$ cat src/rtl/twe_pkg.sv
package twe_pkg;
  typedef enum logic [2:0] {
    ST_IDLE, ST_START, ST_OPC, ST_ADDR, ST_DATA, ST_RD, ST_STAT, ST_HOLD
  } cmd_st_t;

  typedef enum logic [1:0] {
    PK_WORD, PK_ERASE, PK_FILL, PK_CLEAR
  } prog_kind_t;

  localparam logic [1:0] OPC_EXT   = 2'b00;
  localparam logic [1:0] OPC_WRITE = 2'b01;
  localparam logic [1:0] OPC_READ  = 2'b10;
  localparam logic [1:0] OPC_ERASE = 2'b11;

  localparam logic [1:0] EXT_LOCK   = 2'b00;
  localparam logic [1:0] EXT_FILL   = 2'b01;
  localparam logic [1:0] EXT_CLEAR  = 2'b10;
  localparam logic [1:0] EXT_UNLOCK = 2'b11;
endpackage

$ cat src/rtl/twe_sync.sv
module twe_sync #(
  parameter int W = 3
) (
  input  logic         clk,
  input  logic         rst,
  input  logic [W-1:0] async_i,
  output logic [W-1:0] level_o
);
  logic [W-1:0] stage1_q;

  always_ff @(posedge clk) begin
    if (rst) begin
      stage1_q <= '0;
      level_o  <= '0;
    end else begin
      stage1_q <= async_i;
      level_o  <= stage1_q;
    end
  end
endmodule

$ cat src/rtl/twe_array.sv
module twe_array #(
  parameter int ADDR_W = 6,
  parameter int LANE_W = 8,
  parameter int LANES  = 2
) (
  input  logic                      clk,
  input  logic [LANES-1:0]          we_i,
  input  logic [ADDR_W-1:0]         waddr_i,
  input  logic [LANES*LANE_W-1:0]   wdata_i,
  input  logic [ADDR_W-1:0]         raddr_i,
  output logic [LANES*LANE_W-1:0]   rdata_o
);
  localparam int DEPTH = 1 << ADDR_W;

  for (genvar l = 0; l < LANES; l++) begin : g_lane
    logic [LANE_W-1:0] mem [DEPTH];

    always_ff @(posedge clk) begin
      if (we_i[l]) mem[waddr_i] <= wdata_i[l*LANE_W +: LANE_W];
    end

    always_ff @(posedge clk) begin
      rdata_o[l*LANE_W +: LANE_W] <= mem[raddr_i];
    end
  end
endmodule

$ cat src/rtl/twe_prog.sv
module twe_prog
  import twe_pkg::*;
#(
  parameter int WADDR_W     = 6,
  parameter int DATA_W      = 16,
  parameter int PROG_CYCLES = 80
) (
  input  logic               clk,
  input  logic               rst,
  input  logic               org16_i,
  input  logic               start_i,
  input  prog_kind_t         kind_i,
  input  logic [WADDR_W-1:0] waddr_i,
  input  logic               hi_i,
  input  logic [DATA_W-1:0]  data_i,
  output logic               busy_o,
  output logic [1:0]         we_o,
  output logic [WADDR_W-1:0] wr_addr_o,
  output logic [DATA_W-1:0]  wr_data_o
);
  localparam int LANES    = 2;
  localparam int LANE_W   = DATA_W / LANES;
  localparam int WORDS    = 1 << WADDR_W;
  localparam int BUSY_CYC = (PROG_CYCLES > WORDS) ? PROG_CYCLES : WORDS;
  localparam int TMR_W    = $clog2(BUSY_CYC + 1);

  logic               busy_q;
  logic [TMR_W-1:0]   tmr_q;
  prog_kind_t         kind_q;
  logic [WADDR_W-1:0] addr_q;
  logic [WADDR_W-1:0] sweep_q;
  logic               hi_q;
  logic               org_q;
  logic [DATA_W-1:0]  data_q;

  always_ff @(posedge clk) begin
    if (rst) begin
      busy_q  <= 1'b0;
      tmr_q   <= '0;
      kind_q  <= PK_WORD;
      addr_q  <= '0;
      sweep_q <= '0;
      hi_q    <= 1'b0;
      org_q   <= 1'b1;
      data_q  <= '0;
    end else if (start_i && !busy_q) begin
      busy_q  <= 1'b1;
      tmr_q   <= TMR_W'(BUSY_CYC - 1);
      kind_q  <= kind_i;
      addr_q  <= waddr_i;
      sweep_q <= '0;
      hi_q    <= hi_i;
      org_q   <= org16_i;
      data_q  <= data_i;
    end else if (busy_q) begin
      sweep_q <= sweep_q + 1'b1;
      if (tmr_q == '0) busy_q <= 1'b0;
      else             tmr_q  <= tmr_q - 1'b1;
    end
  end

  logic              bulk;
  logic [DATA_W-1:0] src;
  assign bulk      = (kind_q == PK_FILL) || (kind_q == PK_CLEAR);
  assign src       = ((kind_q == PK_ERASE) || (kind_q == PK_CLEAR)) ? '1 : data_q;
  assign wr_addr_o = bulk ? sweep_q : addr_q;
  assign busy_o    = busy_q;

  for (genvar l = 0; l < LANES; l++) begin : g_lane
    assign wr_data_o[l*LANE_W +: LANE_W] = org_q ? src[l*LANE_W +: LANE_W] : src[LANE_W-1:0];
    assign we_o[l] = busy_q && (org_q || bulk || (hi_q == (l != 0)));
  end

  assert_busy_blocks_start_R10: assert property (@(posedge clk) disable iff (rst)
    start_i |-> !busy_q);
  assert_start_begins_cycle_R8: assert property (@(posedge clk) disable iff (rst)
    start_i |=> busy_q);
endmodule

$ cat src/rtl/twe_cmd.sv
module twe_cmd
  import twe_pkg::*;
#(
  parameter int WADDR_W = 6,
  parameter int DATA_W  = 16
) (
  input  logic               clk,
  input  logic               rst,
  input  logic               org16_i,
  input  logic               cs_lvl_i,
  input  logic               sk_lvl_i,
  input  logic               di_lvl_i,
  input  logic               busy_i,
  input  logic [DATA_W-1:0]  rd_word_i,
  output logic [WADDR_W-1:0] word_addr_o,
  output logic               hi_o,
  output logic               prog_start_o,
  output prog_kind_t         prog_kind_o,
  output logic [DATA_W-1:0]  prog_data_o,
  output logic               do_o,
  output logic               do_oe_o
);
  localparam int BYTE_W = DATA_W / 2;
  localparam int AW_MAX = WADDR_W + 1;
  localparam int CMAX   = (DATA_W > AW_MAX) ? DATA_W : AW_MAX;
  localparam int CNT_W  = $clog2(CMAX + 1);
  localparam int IDX_W  = $clog2(DATA_W);

  cmd_st_t            st_q;
  logic               cs_d, sk_d;
  logic [1:0]         opc_q;
  logic [AW_MAX-1:0]  addr_q;
  logic [DATA_W-1:0]  data_q;
  logic [CNT_W-1:0]   cnt_q;
  logic               wen_q;
  logic               start_q;
  prog_kind_t         kind_q;
  logic               do_q, oe_q;

  logic               cs_rise, sk_rise;
  logic [AW_MAX-1:0]  addr_next;
  logic [DATA_W-1:0]  data_next;
  logic [1:0]         ext_mode;
  logic [CNT_W-1:0]   aw_last, dw_last, dw_len;
  logic [IDX_W-1:0]   word_idx, byte_idx;
  logic               rd_bit;

  assign cs_rise   = cs_lvl_i && !cs_d;
  assign sk_rise   = sk_lvl_i && !sk_d;
  assign addr_next = {addr_q[AW_MAX-2:0], di_lvl_i};
  assign data_next = {data_q[DATA_W-2:0], di_lvl_i};
  assign ext_mode  = org16_i ? addr_next[WADDR_W-1 -: 2] : addr_next[AW_MAX-1 -: 2];
  assign aw_last   = org16_i ? CNT_W'(WADDR_W - 1) : CNT_W'(AW_MAX - 1);
  assign dw_len    = org16_i ? CNT_W'(DATA_W) : CNT_W'(BYTE_W);
  assign dw_last   = dw_len - 1'b1;

  assign word_addr_o = org16_i ? addr_q[WADDR_W-1:0] : addr_q[AW_MAX-1:1];
  assign hi_o        = !org16_i && addr_q[0];

  assign word_idx = IDX_W'(DATA_W - 1) - IDX_W'(cnt_q);
  assign byte_idx = IDX_W'(BYTE_W - 1) - IDX_W'(cnt_q);
  assign rd_bit   = (org16_i || hi_o) ? rd_word_i[word_idx] : rd_word_i[byte_idx];

  always_ff @(posedge clk) begin
    if (rst) begin
      st_q    <= ST_IDLE;
      cs_d    <= 1'b0;
      sk_d    <= 1'b0;
      opc_q   <= '0;
      addr_q  <= '0;
      data_q  <= '0;
      cnt_q   <= '0;
      wen_q   <= 1'b0;
      start_q <= 1'b0;
      kind_q  <= PK_WORD;
      do_q    <= 1'b0;
      oe_q    <= 1'b0;
    end else begin
      cs_d    <= cs_lvl_i;
      sk_d    <= sk_lvl_i;
      start_q <= 1'b0;
      if (!cs_lvl_i) begin
        st_q <= ST_IDLE;
        oe_q <= 1'b0;
        do_q <= 1'b0;
      end else if (cs_rise) begin
        oe_q <= 1'b0;
        st_q <= busy_i ? ST_STAT : ST_START;
      end else begin
        unique case (st_q)
          ST_STAT: begin
            oe_q <= 1'b1;
            do_q <= !busy_i;
          end
          ST_START: if (sk_rise && di_lvl_i) begin
            st_q   <= ST_OPC;
            cnt_q  <= '0;
            addr_q <= '0;
          end
          ST_OPC: if (sk_rise) begin
            opc_q <= {opc_q[0], di_lvl_i};
            if (cnt_q == CNT_W'(1)) begin
              st_q  <= ST_ADDR;
              cnt_q <= '0;
            end else begin
              cnt_q <= cnt_q + 1'b1;
            end
          end
          ST_ADDR: if (sk_rise) begin
            addr_q <= addr_next;
            if (cnt_q != aw_last) begin
              cnt_q <= cnt_q + 1'b1;
            end else begin
              cnt_q <= '0;
              st_q  <= ST_HOLD;
              unique case (opc_q)
                OPC_READ: begin
                  st_q <= ST_RD;
                  oe_q <= 1'b1;
                  do_q <= 1'b0;
                end
                OPC_WRITE: begin
                  kind_q <= PK_WORD;
                  if (wen_q) st_q <= ST_DATA;
                end
                OPC_ERASE: begin
                  kind_q  <= PK_ERASE;
                  start_q <= wen_q;
                end
                default: begin
                  unique case (ext_mode)
                    EXT_UNLOCK: wen_q <= 1'b1;
                    EXT_LOCK:   wen_q <= 1'b0;
                    EXT_CLEAR: begin
                      kind_q  <= PK_CLEAR;
                      start_q <= wen_q;
                    end
                    default: begin
                      kind_q <= PK_FILL;
                      if (wen_q) st_q <= ST_DATA;
                    end
                  endcase
                end
              endcase
            end
          end
          ST_DATA: if (sk_rise) begin
            data_q <= data_next;
            if (cnt_q == dw_last) begin
              start_q <= 1'b1;
              st_q    <= ST_HOLD;
            end else begin
              cnt_q <= cnt_q + 1'b1;
            end
          end
          ST_RD: if (sk_rise) begin
            if (cnt_q == dw_len) begin
              oe_q <= 1'b0;
              st_q <= ST_HOLD;
            end else begin
              do_q  <= rd_bit;
              cnt_q <= cnt_q + 1'b1;
            end
          end
          default: ;
        endcase
      end
    end
  end

  assign prog_start_o = start_q;
  assign prog_kind_o  = kind_q;
  assign prog_data_o  = data_q;
  assign do_o         = do_q;
  assign do_oe_o      = oe_q;

  assert_deselect_float_R11: assert property (@(posedge clk) disable iff (rst)
    !cs_lvl_i |=> !oe_q);
  assert_dummy_zero_R3: assert property (@(posedge clk) disable iff (rst)
    (st_q == ST_RD && $past(st_q) == ST_ADDR) |-> (oe_q && !do_q));
  assert_status_tracks_R8: assert property (@(posedge clk) disable iff (rst)
    ($past(st_q) == ST_STAT && $past(cs_lvl_i)) |-> (oe_q && (do_q == !$past(busy_i))));
  assert_locked_no_start_R4: assert property (@(posedge clk) disable iff (rst)
    start_q |-> $past(wen_q));
endmodule

$ cat src/rtl/tw_eeprom_target.sv
module tw_eeprom_target
  import twe_pkg::*;
#(
  parameter int WADDR_W     = 6,
  parameter int DATA_W      = 16,
  parameter int PROG_CYCLES = 80
) (
  input  logic clk,
  input  logic rst,
  input  logic cs_i,
  input  logic sk_i,
  input  logic di_i,
  input  logic org16_i,
  output logic do_o,
  output logic do_oe_o
);
  localparam int LANES  = 2;
  localparam int LANE_W = DATA_W / LANES;

  logic [2:0]         pin_lvl;
  logic               busy;
  logic [DATA_W-1:0]  rd_word;
  logic [WADDR_W-1:0] word_addr;
  logic               hi_sel;
  logic               prog_start;
  prog_kind_t         prog_kind;
  logic [DATA_W-1:0]  prog_data;
  logic [LANES-1:0]   we;
  logic [WADDR_W-1:0] wr_addr;
  logic [DATA_W-1:0]  wr_data;

  twe_sync #(.W(3)) u_sync (
    .clk     (clk),
    .rst     (rst),
    .async_i ({cs_i, sk_i, di_i}),
    .level_o (pin_lvl)
  );

  twe_cmd #(.WADDR_W(WADDR_W), .DATA_W(DATA_W)) u_cmd (
    .clk          (clk),
    .rst          (rst),
    .org16_i      (org16_i),
    .cs_lvl_i     (pin_lvl[2]),
    .sk_lvl_i     (pin_lvl[1]),
    .di_lvl_i     (pin_lvl[0]),
    .busy_i       (busy),
    .rd_word_i    (rd_word),
    .word_addr_o  (word_addr),
    .hi_o         (hi_sel),
    .prog_start_o (prog_start),
    .prog_kind_o  (prog_kind),
    .prog_data_o  (prog_data),
    .do_o         (do_o),
    .do_oe_o      (do_oe_o)
  );

  twe_prog #(.WADDR_W(WADDR_W), .DATA_W(DATA_W), .PROG_CYCLES(PROG_CYCLES)) u_prog (
    .clk       (clk),
    .rst       (rst),
    .org16_i   (org16_i),
    .start_i   (prog_start),
    .kind_i    (prog_kind),
    .waddr_i   (word_addr),
    .hi_i      (hi_sel),
    .data_i    (prog_data),
    .busy_o    (busy),
    .we_o      (we),
    .wr_addr_o (wr_addr),
    .wr_data_o (wr_data)
  );

  twe_array #(.ADDR_W(WADDR_W), .LANE_W(LANE_W), .LANES(LANES)) u_array (
    .clk     (clk),
    .we_i    (we),
    .waddr_i (wr_addr),
    .wdata_i (wr_data),
    .raddr_i (word_addr),
    .rdata_o (rd_word)
  );
endmodule

$ cat config.mk
export PLATFORM = sky130hd
export DESIGN_NAME = tw_eeprom_target
export DESIGN_NICKNAME = d
export VERILOG_FILES = /design/src/rtl/twe_pkg.sv /design/src/rtl/twe_sync.sv /design/src/rtl/twe_array.sv /design/src/rtl/twe_prog.sv /design/src/rtl/twe_cmd.sv /design/src/rtl/tw_eeprom_target.sv
export SDC_FILE = /design/constraint.sdc
export NUM_CORES = 2
export LEC_CHECK = 0
export BUFFER_PORTS_ARGS = -buffer_cell sky130_fd_sc_hd__buf_4
export CAP_MARGIN = 20
export CELL_PAD_IN_SITES_DETAIL_PLACEMENT = 1
export CELL_PAD_IN_SITES_GLOBAL_PLACEMENT = 1
export CORE_MARGIN = 2
export CORE_UTILIZATION = 40
export DETAILED_ROUTE_END_ITERATION = 10
export PLACE_DENSITY_LB_ADDON = 0.1
export SKIP_CTS_REPAIR_TIMING = 1
export SLEW_MARGIN = 20
export SYNTH_ARGS = -nofsm -noshare
export SYNTH_HDL_FRONTEND = slang
export SYNTH_HIERARCHICAL = 1
export SYNTH_SLANG_ARGS = --single-unit
export TNS_END_PERCENT = 5
$ cat constraint.sdc
create_clock -name clk -period 2.95 [get_ports clk]
set_input_delay 0.295 -clock clk [delete_from_list [all_inputs] [get_ports clk]]
set_output_delay 0.295 -clock clk [all_outputs]
set_load 0.05 [all_outputs]
==> results.md <==
- The flow ran to the end, and the final reports show no timing, DRC or antenna violations.
- The largest net degree at the start of global routing is 65.
- The synthesized design contains 1127 register bits.
- The critical path starts at u_cmd/addr_q[0].
- The worst slack at placement is -0.03733 ns.
- The latest clock arrival within the worst-skew pair is 0.72 ns.
- The routability congestion estimate from global placement is 0.8086.
- 8 I/O pins were placed.
- The layout-stage area growth over the synthesis result is 17.75%.
- The cell count after synthesis is 2410.
- The initial utilization of the core area, before any placement, comes to 0.4032.
- After synthesis, the cell types taking the most area are sky130_fd_sc_hd__edfxtp_1, sky130_fd_sc_hd__mux4_2, sky130_fd_sc_hd__dfxtp_1, sky130_fd_sc_hd__mux2i_1, sky130_fd_sc_hd__nor2_1.
- The highest signal layer in the routed design is met5.
- In this run, the number of DRC markers left after iteration 0 of detailed routing was 2091.
- For this run, the detailed router's first-pass iteration total came to 6.
- The final hold violation count is 0.
- The tree is rooted in a sky130_fd_sc_hd__clkbuf_16.
- The final max-slew violation count is 0.
- The H-tree depth reported by CTS is 3.
- The type of element launching the critical path is a register.
- The number of antenna violations at the first check in global routing is 3.
- The chip width is 337.8 um.
- After detailed routing, the wire length on met1 is 52880 um.
- Sorting the synthesized cells by how often they occur yields sky130_fd_sc_hd__edfxtp_1, sky130_fd_sc_hd__mux4_2, sky130_fd_sc_hd__nor2_1.
- At the end of the flow the core is filled with cells to 0.4748.
- The worst setup path is of the register to register kind.
- The total setup violations reported at the end of the flow is 0.
- The core box area is 110500 um^2.
- The number of global-route vias before repair is 25240.
- Counting along the longest clock path gives a buffer depth of 3.
- For the worst setup path, the data required time is 3.55 ns.
- After synthesis, the netlist uses 76 different library cells.
- The clock tree from TritonCTS is yes.
- The detailed placer's ending HPWL is 78530 um.
- The area of all placed cells without fillers is 52470 um^2.
- The routed design has 120700 um of wire.
- The worst path meets setup with 0.1493 ns of slack.
- Clock-pin slew was measured on the worst setup and hold paths at 0.06 ns.
- The headroom to the max-slew limit is 0.3285.
- The worst path needs 2.801 ns of the cycle, external delays included.
- The measured slew at the worst slew-check pin is 1.007 ns.
- The ratio of final minimum period to clock period is 0.9494.
- The first global-routing pass estimated 175900 um of wire.
- In the routed design, unresolved DRC markers number 0.
- Dividing the detail-routed wire length by the instance count gives 27.95 um.
- The clock drives 1127 sinks.
- The most frequent cell after synthesis is sky130_fd_sc_hd__edfxtp_1.
- After detailed placement, the total cell area comes to 48440 um^2.
- The power per standard cell area is 613.7 nW/um^2.
- The per-cell via count in the routed design is 5.486.
- Of all flip-flops after synthesis, the portion carrying an async set or reset was 0.
- A synthesized cell averages 18.49 um^2.
- The die covers 114100 um^2.
- The worst setup path is captured at a register.
- For this run, the register share of the synthesized area comes to 0.7363.
- Summed over all cells, the static leakage comes to 16.92 nW.
- The maximum VDD drop is 0.4747 mV.
- For the final database, setup skew stands at 0.02717 ns.
- For this run, the top clock speed supported by timing is 357.1 MHz.
- In the final layout, the share of cells above drive strength 1 is 0.2779.
- The remaining global-route overflow is 0.
- The worst hold-check path type is input port to register.
- Max-cap violations in this run came to 0.
- The die span in y is 337.8 um.
- The largest fanout of any net on the critical path is 20.
- Yosys mapped a number of flops with a built-in enable equal to 1024.
- Setup repair after global routing left no endpoint under its margin.
- The remaining number of nets flagged by the antenna check after routing is 0.
- The total global routing track utilization is 0.2140.
- The wire length on met3 is 5682 um.
- The worst register-to-register path begins at u_cmd/addr_q[0].
- Buffers inserted during clock tree synthesis total 120.
- The final layout net count is 2741.
- At the worst endpoint, the arrival time is 3.40 ns.
- The count of standard-cell rows is 122.
- Buffers placed on the I/O ports in this run total 7.
- In this run the cell area of the synthesized design comes to 44560 um^2.
- The hold path startpoint is rst.
- Wire segments on met2 add up to 58830 um in the final route.
- The via count is 23690.
- The Yosys step of the flow raised 6 warnings.
- The most common flop cell mapped by yosys is sky130_fd_sc_hd__edfxtp_1.
- Counting every net in the synthesized netlist gives 2427.
- Summed over all instances, the cell type with the most area after synthesis is sky130_fd_sc_hd__edfxtp_1.
- The share of the synthesized area in the top cell type is 0.6901.
## worst paths after layout
path              depth (start not counted)  slack (ns)            endpoint
hold reg to reg                           1        0.45   u_sync/level_o[2]
setup reg to reg                          8        0.15  u_array/rdata_o[3]
setup / recovery                          8        0.15  u_array/rdata_o[3]
hold / removal                            2        0.07   u_sync/level_o[2]
## layout by cell type (no fill, tap or decap), types with 12 or more instances in the layout
master	instances
sky130_fd_sc_hd__clkbuf_16	121
sky130_fd_sc_hd__clkbuf_1	26
sky130_fd_sc_hd__buf_4	298
sky130_fd_sc_hd__a211oi_1	15
sky130_fd_sc_hd__a21oi_1	69
sky130_fd_sc_hd__a311oi_1	16
sky130_fd_sc_hd__mux4_2	220
sky130_fd_sc_hd__nor2_1	169
sky130_fd_sc_hd__edfxtp_1	1024
sky130_fd_sc_hd__mux2i_1	95
sky130_fd_sc_hd__inv_1	27
sky130_fd_sc_hd__a22oi_1	63
sky130_fd_sc_hd__mux2_2	17
sky130_fd_sc_hd__nand2_1	139
sky130_fd_sc_hd__nor2b_1	48
sky130_fd_sc_hd__nand3_1	43
sky130_fd_sc_hd__a31oi_1	12
sky130_fd_sc_hd__bufinv_16	12
sky130_fd_sc_hd__nor3_1	14
sky130_fd_sc_hd__dfxtp_1	102
sky130_fd_sc_hd__clkinv_1	25
sky130_fd_sc_hd__a221oi_1	15
sky130_fd_sc_hd__buf_12	31
sky130_fd_sc_hd__clkinv_2	19
## logic make-up after synthesis
logic type | count (synthesis) | synth area share
DFF | 1127 | 0.7363
and+or+nand+nor | 495 | 0.05290
muxes | 343 | 0.1423
AOI/OAI and AO/OA | 259 | 0.04268
buffers and inverters | 169 | 0.02151
adders and majority gates | 11 | 0.003089
xor gates and xnor gates | 6 | 0.001179
## cell type report
| class | count | area [um^2] |
|---|---|---|
| Sequential cell | 1127 | 32810 |
| Multi-Input combinational cell | 1115 | 10860 |
| Clock inverter | 72 | 710.7 |
| Clock buffer | 154 | 3222 |
| Antenna cell | 2 | 5.005 |
| Fill cell | 10420 | 58050 |
| Timing Repair Buffer | 332 | 2888 |
| Tap cell | 1488 | 1862 |
| Inverter | 28 | 105.1 |
## per-layer routing
layer,vias to the layer above,track usage
met1,12610,0.2956
met5,-,0
met3,184,0.03786
met2,546,0.3481
met4,2,0.06232
li1,10350,-
## power by group
part	internal, W	switching (W)	total [W]	leakage (nW)
logic	0.0000197	0.0000369	0.0000566	4.64
registers	0.0172	0.00000390	0.0172	10.4
clock network	0.00874	0.00625	0.0150	1.91
## per-stage QoR
| step | std cells | total power, W | hold WS [ns] | setup TNS, ns |
|---|---|---|---|---|
| 4_1_cts | 4309 | 0.03254 | -0.2422 | 0 |
| 3_3_place_gp | 4083 | 0.01755 | 0.4172 | -0.08336 |
| 2_1_floorplan | 2410 | 0.01752 | 0.3666 | 0 |
| 3_5_place_dp | 4083 | 0.01755 | 0.4373 | -0.04560 |
| 5_1_grt | 4316 | 0.03314 | 0.06496 | 0 |
| 6_report | 4318 | 0.03220 | 0.07002 | 0 |
## critical path, stage by stage, from the launching register on
cell and delay [ns]:
sky130_fd_sc_hd__dfxtp_1 0.52, sky130_fd_sc_hd__mux2_8 0.31, sky130_fd_sc_hd__buf_12 0.16, sky130_fd_sc_hd__buf_12 0.22, sky130_fd_sc_hd__buf_4 0.21, sky130_fd_sc_hd__mux4_2 0.52, sky130_fd_sc_hd__a22oi_1 0.39, sky130_fd_sc_hd__and3_1 0.26
sky130_fd_sc_hd__nor4_1 0.08
## flip-flops by register name, summed over array words and instances (netlist names), 2 cells and up
name,cells
u_cmd/prog_kind_o,2
u_cmd/addr_q,7
u_cmd/st_q,3
u_prog/addr_q,6
u_cmd/prog_data_o,16
u_sync/stage1_q,3
u_prog/tmr_q,7
u_prog/kind_q,2
u_prog/data_q,16
u_sync/level_o,3
u_array/g_lane.mem,1024
u_cmd/opc_q,2
u_cmd/cnt_q,5
u_array/rdata_o,16
u_prog/sweep_q,6
Power figures use the tool's default switching activity.
